<file path="src/rtl/cmult_pkg.sv">
package cmult_pkg;

    // Where the round carry for an exact-half fraction comes from
    typedef enum logic [1:0] {
        CSRC_EXTERNAL = 2'd0,
        CSRC_TO_ZERO  = 2'd1,
        CSRC_AWAY     = 2'd2,
        CSRC_EVEN     = 2'd3
    } carry_src_e;

    // Bit of the control word that holds the external carry
    localparam int unsigned CTL_CARRY_BIT = 0;

    function automatic int unsigned full_width(input int unsigned w);
        return 2 * w + 1;
    endfunction

    // Choose the carry for one lane from the selected source
    function automatic logic pick_carry(
        input carry_src_e src,
        input logic       ext_c,
        input logic       sign_bit,
        input logic       kept_lsb
    );
        logic c;
        case (src)
            CSRC_TO_ZERO: c = sign_bit;
            CSRC_AWAY:    c = ~sign_bit;
            CSRC_EVEN:    c = kept_lsb;
            default:      c = ext_c;
        endcase
        return c;
    endfunction

endpackage

</file>
<file path="src/rtl/cmult_core.sv">
module cmult_core #(
    parameter int unsigned W     = 16,
    parameter int unsigned CTL_W = 8
) (
    input  logic                                         clk,
    input  logic                                         rst,
    input  logic                                         in_valid,
    input  logic signed [W-1:0]                          in_ar,
    input  logic signed [W-1:0]                          in_ai,
    input  logic signed [W-1:0]                          in_br,
    input  logic signed [W-1:0]                          in_bi,
    input  logic                                         ctl_valid,
    input  logic [CTL_W-1:0]                             ctl_data,
    output logic                                         s_valid,
    output logic signed [cmult_pkg::full_width(W)-1:0]   s_pr,
    output logic signed [cmult_pkg::full_width(W)-1:0]   s_pi,
    output logic                                         s_carry
);
    import cmult_pkg::*;

    localparam int unsigned BP = full_width(W);
    localparam int unsigned PW = 2 * W;
    localparam int unsigned NSTG = 3;

    typedef struct packed {
        logic signed [W-1:0] ar;
        logic signed [W-1:0] ai;
        logic signed [W-1:0] br;
        logic signed [W-1:0] bi;
        logic                carry;
    } opnd_t;

    typedef struct packed {
        logic signed [PW-1:0] rr;
        logic signed [PW-1:0] ii;
        logic signed [PW-1:0] ri;
        logic signed [PW-1:0] ir;
        logic                 carry;
    } prod_t;

    logic [NSTG-1:0] vld_q;
    opnd_t           opnd_q;
    prod_t           prod_q;
    logic signed [BP-1:0] pr_q, pi_q;
    logic            carry_q;
    logic            accept;
    logic            unused_ctl;

    assign accept     = in_valid && ctl_valid;
    assign unused_ctl = ^ctl_data;

    // valid travels alongside the data stages
    always_ff @(posedge clk) begin
        if (rst) vld_q <= '0;
        else     vld_q <= {vld_q[NSTG-2:0], accept};
    end

    // stage 1: capture operands and the carry of the same transfer
    always_ff @(posedge clk) begin
        opnd_q.ar    <= in_ar;
        opnd_q.ai    <= in_ai;
        opnd_q.br    <= in_br;
        opnd_q.bi    <= in_bi;
        opnd_q.carry <= ctl_data[CTL_CARRY_BIT];
    end

    // stage 2: four partial products at full width
    always_ff @(posedge clk) begin
        prod_q.rr    <= PW'($signed(opnd_q.ar)) * PW'($signed(opnd_q.br));
        prod_q.ii    <= PW'($signed(opnd_q.ai)) * PW'($signed(opnd_q.bi));
        prod_q.ri    <= PW'($signed(opnd_q.ar)) * PW'($signed(opnd_q.bi));
        prod_q.ir    <= PW'($signed(opnd_q.ai)) * PW'($signed(opnd_q.br));
        prod_q.carry <= opnd_q.carry;
    end

    // stage 3: combine into real and imaginary results of BP bits
    always_ff @(posedge clk) begin
        pr_q    <= BP'($signed(prod_q.rr)) - BP'($signed(prod_q.ii));
        pi_q    <= BP'($signed(prod_q.ri)) + BP'($signed(prod_q.ir));
        carry_q <= prod_q.carry;
    end

    assign s_valid = vld_q[NSTG-1];
    assign s_pr    = pr_q;
    assign s_pi    = pi_q;
    assign s_carry = carry_q;

    // a lone valid never enters the pipeline
    p_lone_valid_r2: assert property (@(posedge clk) disable iff (rst)
        !(in_valid && ctl_valid) |=> !vld_q[0]);

endmodule

</file>
<file path="src/rtl/cmult_quant.sv">
module cmult_quant #(
    parameter int unsigned           BP        = 33,
    parameter int unsigned           BR        = 16,
    parameter bit                    ROUND_EN  = 1'b1,
    parameter cmult_pkg::carry_src_e CARRY_SRC = cmult_pkg::CSRC_EXTERNAL
) (
    input  logic                 clk,
    input  logic                 rst,
    input  logic                 in_valid,
    input  logic signed [BP-1:0] in_pr,
    input  logic signed [BP-1:0] in_pi,
    input  logic                 in_carry,
    output logic                 out_valid,
    output logic [BR-1:0]        out_r,
    output logic [BR-1:0]        out_i
);
    import cmult_pkg::*;

    localparam int unsigned D     = BP - BR;
    localparam int unsigned LANES = 2;
    localparam logic [BP-1:0] RCONST = BP'((64'd1 << (D - 1)) - 64'd1);
    localparam logic [D-1:0]  HALF   = D'(64'd1 << (D - 1));

    logic [BP-1:0] lane_p [LANES];
    logic [BR-1:0] lane_q [LANES];
    logic          ov;

    assign lane_p[0] = in_pr;
    assign lane_p[1] = in_pi;

    generate
        if (ROUND_EN) begin : g_round
            logic [1:0]       rv_q;
            logic [LANES-1:0] c;
            logic [BP-1:0]    sum_q [LANES];
            logic             unused_low;

            always_comb begin
                for (int l = 0; l < LANES; l++)
                    c[l] = pick_carry(CARRY_SRC, in_carry, lane_p[l][BP-1], lane_p[l][D]);
            end

            always_ff @(posedge clk) begin
                if (rst) rv_q <= '0;
                else     rv_q <= {rv_q[0], in_valid};
            end

            // add constant plus carry, then keep the top BR bits
            always_ff @(posedge clk) begin
                for (int l = 0; l < LANES; l++) begin
                    sum_q[l]  <= lane_p[l] + RCONST + BP'(c[l]);
                    lane_q[l] <= sum_q[l][BP-1:D];
                end
            end

            assign ov         = rv_q[1];
            assign unused_low = ^{sum_q[0][D-1:0], sum_q[1][D-1:0]};

            for (genvar gl = 0; gl < LANES; gl++) begin : g_chk
                // result is the kept part or one above it
                p_round_step_r5: assert property (@(posedge clk) disable iff (rst)
                    ov |-> (lane_q[gl] == $past(lane_p[gl][BP-1:D], 2)) ||
                           (lane_q[gl] == $past(lane_p[gl][BP-1:D], 2) + BR'(1)));
                // below half always rounds down
                p_below_half_r5: assert property (@(posedge clk) disable iff (rst)
                    (ov && ($past(lane_p[gl][D-1:0], 2) < HALF)) |->
                        lane_q[gl] == $past(lane_p[gl][BP-1:D], 2));
                // above half always rounds up
                p_above_half_r5: assert property (@(posedge clk) disable iff (rst)
                    (ov && ($past(lane_p[gl][D-1:0], 2) > HALF)) |->
                        lane_q[gl] == $past(lane_p[gl][BP-1:D], 2) + BR'(1));
                // exact half follows the carry
                p_tie_carry_r6: assert property (@(posedge clk) disable iff (rst)
                    (ov && ($past(lane_p[gl][D-1:0], 2) == HALF)) |->
                        lane_q[gl] == $past(lane_p[gl][BP-1:D], 2) + BR'($past(c[gl], 2)));
            end
        end else begin : g_trunc
            logic tv_q;
            logic unused_low;

            always_ff @(posedge clk) begin
                if (rst) tv_q <= 1'b0;
                else     tv_q <= in_valid;
            end

            always_ff @(posedge clk) begin
                for (int l = 0; l < LANES; l++)
                    lane_q[l] <= lane_p[l][BP-1:D];
            end

            assign ov         = tv_q;
            assign unused_low = ^{lane_p[0][D-1:0], lane_p[1][D-1:0], in_carry};

            for (genvar gl = 0; gl < LANES; gl++) begin : g_chk
                // truncation keeps the top bits unchanged
                p_trunc_slice_r4: assert property (@(posedge clk) disable iff (rst)
                    ov |-> lane_q[gl] == $past(lane_p[gl][BP-1:D]));
            end
        end
    endgenerate

    assign out_valid = ov;
    assign out_r     = lane_q[0];
    assign out_i     = lane_q[1];

endmodule

</file>
<file path="src/rtl/cmult_dither.sv">
module cmult_dither #(
    parameter int unsigned           W         = 16,
    parameter int unsigned           BR        = 16,
    parameter int unsigned           CTL_W     = 8,
    parameter bit                    ROUND_EN  = 1'b1,
    parameter cmult_pkg::carry_src_e CARRY_SRC = cmult_pkg::CSRC_EXTERNAL
) (
    input  logic                clk,
    input  logic                rst,
    input  logic                in_valid,
    input  logic signed [W-1:0] in_ar,
    input  logic signed [W-1:0] in_ai,
    input  logic signed [W-1:0] in_br,
    input  logic signed [W-1:0] in_bi,
    input  logic                ctl_valid,
    input  logic [CTL_W-1:0]    ctl_data,
    output logic                out_valid,
    output logic [BR-1:0]       out_r,
    output logic [BR-1:0]       out_i
);
    import cmult_pkg::*;

    localparam int unsigned BP  = full_width(W);
    localparam int unsigned LAT = ROUND_EN ? 5 : 4;

    logic                 s_valid;
    logic signed [BP-1:0] s_pr, s_pi;
    logic                 s_carry;

    cmult_core #(.W(W), .CTL_W(CTL_W)) u_core (
        .clk       (clk),
        .rst       (rst),
        .in_valid  (in_valid),
        .in_ar     (in_ar),
        .in_ai     (in_ai),
        .in_br     (in_br),
        .in_bi     (in_bi),
        .ctl_valid (ctl_valid),
        .ctl_data  (ctl_data),
        .s_valid   (s_valid),
        .s_pr      (s_pr),
        .s_pi      (s_pi),
        .s_carry   (s_carry)
    );

    cmult_quant #(
        .BP(BP), .BR(BR), .ROUND_EN(ROUND_EN), .CARRY_SRC(CARRY_SRC)
    ) u_quant (
        .clk       (clk),
        .rst       (rst),
        .in_valid  (s_valid),
        .in_pr     (s_pr),
        .in_pi     (s_pi),
        .in_carry  (s_carry),
        .out_valid (out_valid),
        .out_r     (out_r),
        .out_i     (out_i)
    );

    // every result traces back to an accepted transfer LAT edges earlier
    p_latency_r3: assert property (@(posedge clk) disable iff (rst)
        out_valid |-> $past(in_valid && ctl_valid, LAT));

    // reset clears the output valid
    p_rst_quiet_r11: assert property (@(posedge clk)
        rst |=> !out_valid);

endmodule

</file>
<file path="config.mk">
export PLATFORM = sky130hd
export DESIGN_NAME = cmult_dither
export DESIGN_NICKNAME = d
export VERILOG_FILES = /design/src/rtl/cmult_pkg.sv /design/src/rtl/cmult_core.sv /design/src/rtl/cmult_quant.sv /design/src/rtl/cmult_dither.sv
export SDC_FILE = /design/constraint.sdc
export NUM_CORES = 2
export LEC_CHECK = 0
export ABC_AREA = 1
export BUFFER_PORTS_ARGS = -buffer_cell sky130_fd_sc_hd__buf_2
export CORE_AREA = 2 2 390 295
export CTS_CLUSTER_DIAMETER = 40
export DETAILED_ROUTE_END_ITERATION = 6
export DIE_AREA = 0 0 392 297
export PLACE_DENSITY_LB_ADDON = 0.12
export SYNTH_ARGS = -nofsm -noshare
export SYNTH_HDL_FRONTEND = slang
export SYNTH_SLANG_ARGS = --single-unit
export TNS_END_PERCENT = 5
</file>
<file path="constraint.sdc">
create_clock -name clk -period 10 [get_ports clk]
set_clock_uncertainty 0.15 [all_clocks]
set_input_delay 0.5 -clock clk [delete_from_list [all_inputs] [get_ports clk]]
set_output_delay 0.5 -clock clk [all_outputs]
set_load 0.005 [all_outputs]
</file>
==> run summary <==
The flow ran to the end, and the final reports show no timing, DRC or antenna violations. The remaining routing DRC violations was 0. The die covers 0.1164 mm2. The worst-case clock buffer depth is 3.

The largest net degree at the start of global routing is 33, and the number of clock buffers inserted by TritonCTS is 52. After legalization and detailed placement, the total HPWL measured 128100 um. For this run, the top clock speed supported by timing is 0.1455 GHz. The worst setup path is of the register to register kind.

Setup repair after global routing left no endpoint under its margin. Leaving out fill and tap cells, the most frequent cell in the layout is sky130_fd_sc_hd__inv_1. Max-cap violations in this run came to 0. By area the synthesized netlist is led by sky130_fd_sc_hd__fa_1 38%, sky130_fd_sc_hd__inv_1 15%, sky130_fd_sc_hd__nand2_1 14%.

The number of nets in the synthesized netlist is 8963. Counting flops with an async set or reset pin after synthesis yields a share of 0%. In the final routed layout, each cell accounts on average for 17.59 um. Summed over all layers, the routed wires come to 160100 um. The number of hold-slack violations in the final timing report was 0; the number of standard-cell rows in the floorplan was 107. Input and output buffers added on the ports amount to 101. The root buffer cell chosen for the clock tree is sky130_fd_sc_hd__clkbuf_16.

Setup violations remaining at the end of the flow were counted as 0. The global-route wire length before repair was 261600 um; the highest net fanout along the worst path was 22. The placeable core region is 0.1127 mm2. The worst pin sits at a relative slew slack of 22.41%.

In this run the remaining antenna-violating nets after routing total 0. Of the cells placed in the final design, the portion with a size suffix greater than 1 is 5.476%. The register bit count reported by yosys was 330; the pin slew with the least headroom to its limit was 1164 ps. The area share of the leading cell type in the synthesized netlist was 37.54%; the number of antenna violations at the first check in global routing was 0. The worst path needs 6873 ps of the cycle, external delays included. The number of gates given a new drive strength after cts was 0. The synthesized-area fraction occupied by xor and xnor cells works out to 1.971%.

The tools report the sequential element share of the synthesized area as 11.80%. For the worst setup path, the data required time is 10390 ps. The number of slew-limit violations in the final report is 0, and the final antenna diode count is 0. sky130_fd_sc_hd__fa_1 takes more of the synthesized area than any other cell.

By area, the combinational part of the netlist is dominated by adder cells. Via count of the first global-routing pass: 46850. The logs give 0 for the post-CTS setup buffer count and 0 ps for the total negative slack for setup checks. The count of cell types in the netlist is 39.

The average instance in the mapped netlist occupies 7.521 um2. The die is 297 um tall. The number of fill cells came out at 11010. Counting every instance in the synthesized netlist gives 7445.

The final cycle utilization of the critical path is 68.73%. In this run the worst hold path is classified as register to register. The tree built by TritonCTS fans out to 330 sinks. The Yosys step of the flow raised 0 warnings. The via count came out at 44540. The critical path launch point type was a register. Measured on the finished design, the core utilization comes to 53.76%. For the effective utilization at floorplan, the log shows 49.67%.

The die outline width is 392 um. STA classifies the critical path endpoint as a register. The number of H-tree levels came out at 2.

The first detailed-routing pass ran for 5 iterations. The count of flip-flops with a built-in enable after synthesis was 0; the area growth from synthesis to final layout was 8.223%. For the DRC marker count from the first detailed-route iteration, the log shows 3243.

Primary flip-flop cell chosen by synthesis mapping: sky130_fd_sc_hd__dfxtp_1. In the final design database the tool counted 9056 nets. The synthesized netlist devotes 2.554% of its cell area to compound gates. Global routing consumed, over all layers together, 28.95% of the routing resources.

Leaving out fill and tap cells, the most frequent cells in the layout are 2209 x sky130_fd_sc_hd__inv_1, 2086 x sky130_fd_sc_hd__nand2_1, 1050 x sky130_fd_sc_hd__fa_1. For the total standard cell area after synthesis, the log shows 0.05599 mm2. Using the TritonRoute via totals, the vias-per-cell ratio works out to 4.892. For the worst setup path, the data arrival time is 7260 ps. Clock-pin slew was measured on the worst setup and hold paths at 60 ps. After global routing the overflow that remains totals 0.

TritonCTS built the clock tree. The fraction of the mapped netlist area in adder cells was 46.30%; the fraction of synthesized area in multiplexers was 0%. The run gives 109 as the number of ports placed on the die boundary. The synthesized netlist devotes 21.15% of its cell area to simple gates. At the end of routability-driven placement, the weighted congestion stood at 0.9509.

For the latest clock arrival within the worst-skew pair, the log shows 650 ps.
[critical path: stages, from the launching register on]
cell	delay [ps]
sky130_fd_sc_hd__dfxtp_1	870
sky130_fd_sc_hd__buf_4	520
sky130_fd_sc_hd__nand2_1	140
sky130_fd_sc_hd__fa_1	570
sky130_fd_sc_hd__inv_1	50
sky130_fd_sc_hd__fa_1	510
sky130_fd_sc_hd__inv_1	60
sky130_fd_sc_hd__fa_1	530
sky130_fd_sc_hd__inv_1	50
sky130_fd_sc_hd__fa_1	500
sky130_fd_sc_hd__fa_1	520
sky130_fd_sc_hd__inv_1	50
sky130_fd_sc_hd__fa_1	550
sky130_fd_sc_hd__inv_1	60
sky130_fd_sc_hd__ha_1	390
sky130_fd_sc_hd__nand2_1	200
sky130_fd_sc_hd__inv_1	60
sky130_fd_sc_hd__a21oi_1	350
sky130_fd_sc_hd__nand3_1	200
sky130_fd_sc_hd__nand2_1	170
sky130_fd_sc_hd__nand3_1	100
sky130_fd_sc_hd__nand2_1	90
sky130_fd_sc_hd__nand2_1	50
[metrics by stage]
stage                     worst slack (ps)  std cells  area (um2)  hold WS [ps]
after CTS                             3264       9105       60600         171.2
final                                 3127       9105       60600         170.1
after detailed placement              3296       8942       58160         162.1
after floorplan                       4472       7445       55990         159.6
after global placement                3280       8942       58160         162.5
after global routing                  2797       9105       60600         172.5
[logic make-up (layout without fill, tap and decap cells)]
group | count (synthesis) | after routing
AOI/OAI and AO/OA | 261 | 261
and+or+nand+nor | 2865 | 2865
DFF | 330 | 330
adders and majority gates | 1442 | 1442
xor gates and xnor gates | 126 | 126
buffers and inverters | 2421 | 2555
[sequential cells by signal, summed over array words and instances (netlist names)]
signal / count
u_core.s_pi: 33
u_core.s_carry: 1
u_core.opnd_q: 65
u_core.s_pr: 33
u_core.vld_q: 3
u_core.prod_q: 129
u_quant.g_round.rv_q: 2
u_quant.lane_q: 32
u_quant.g_round.sum_q: 32
[per-layer routing]
layer  track usage [%]  vias to the layer above  wire length [um]
li1                  -                    21380                 -
met1             43.13                    21550             75860
met2             43.92                     1415             68220
met3             4.702                      206             11960
met4             7.115                        0              4076
met5                 0                        -                 0
[synthesized netlist by cell type, types with 2 or more instances]
cell                       instances
sky130_fd_sc_hd__nor3_1           39
sky130_fd_sc_hd__nand2_2          41
sky130_fd_sc_hd__o21ai_1           3
sky130_fd_sc_hd__nand2_1        2086
sky130_fd_sc_hd__o21bai_1         35
sky130_fd_sc_hd__nor2_2           47
sky130_fd_sc_hd__nand3b_1         13
sky130_fd_sc_hd__a31oi_1           3
sky130_fd_sc_hd__or2_2             7
sky130_fd_sc_hd__clkinv_1          2
sky130_fd_sc_hd__nor3_2           14
sky130_fd_sc_hd__nor2_1          296
sky130_fd_sc_hd__inv_1          2209
sky130_fd_sc_hd__fa_1           1050
sky130_fd_sc_hd__nor4_1            6
sky130_fd_sc_hd__nand4_1          74
sky130_fd_sc_hd__nand3_2           8
sky130_fd_sc_hd__a21o_1            4
sky130_fd_sc_hd__inv_2            19
sky130_fd_sc_hd__nand3_1         210
sky130_fd_sc_hd__and2_1            7
sky130_fd_sc_hd__nand2_4           4
sky130_fd_sc_hd__a21oi_1         157
sky130_fd_sc_hd__ha_1            392
sky130_fd_sc_hd__dfxtp_1         330
sky130_fd_sc_hd__o21ai_0          52
sky130_fd_sc_hd__nor2_4            6
sky130_fd_sc_hd__xnor2_1          16
sky130_fd_sc_hd__a21oi_2           4
sky130_fd_sc_hd__xor2_1          110
sky130_fd_sc_hd__clkbuf_1        190
sky130_fd_sc_hd__nor4_2            4
[area by class of cell]
class / count / area [um2] / share of cell area (%)
tap: 1526 / 1909 / 3.151
clock inverter: 37 / 414.1 / 0.6834
sequential: 330 / 6615 / 10.92
inverter: 2230 / 8371 / 13.81
clock buffer: 58 / 1345 / 2.220
multi-input combinational: 4694 / 40300 / 66.50
timing repair buffer: 230 / 1644 / 2.713
[final timing paths]
check,from,endpoint,slack [ps],cells past startpoint
min,u_quant.g_round.sum_q[0][65],u_quant.lane_q[0][31],170,0
max,u_core.opnd_q[24],u_core.prod_q[128],3130,22
min reg2reg,u_quant.g_round.sum_q[0][65],u_quant.lane_q[0][31],170,0
max reg2reg,u_core.opnd_q[24],u_core.prod_q[128],3130,22
[timing repair]
item,4_1_cts,5_1_grt
hold buffers,68,0
endpoints found under the setup margin,0,0
hold endpoints to repair,70,0
Power is not shown: default switching activity piles up to over one toggle a cycle in this logic, so the estimate is an artifact.
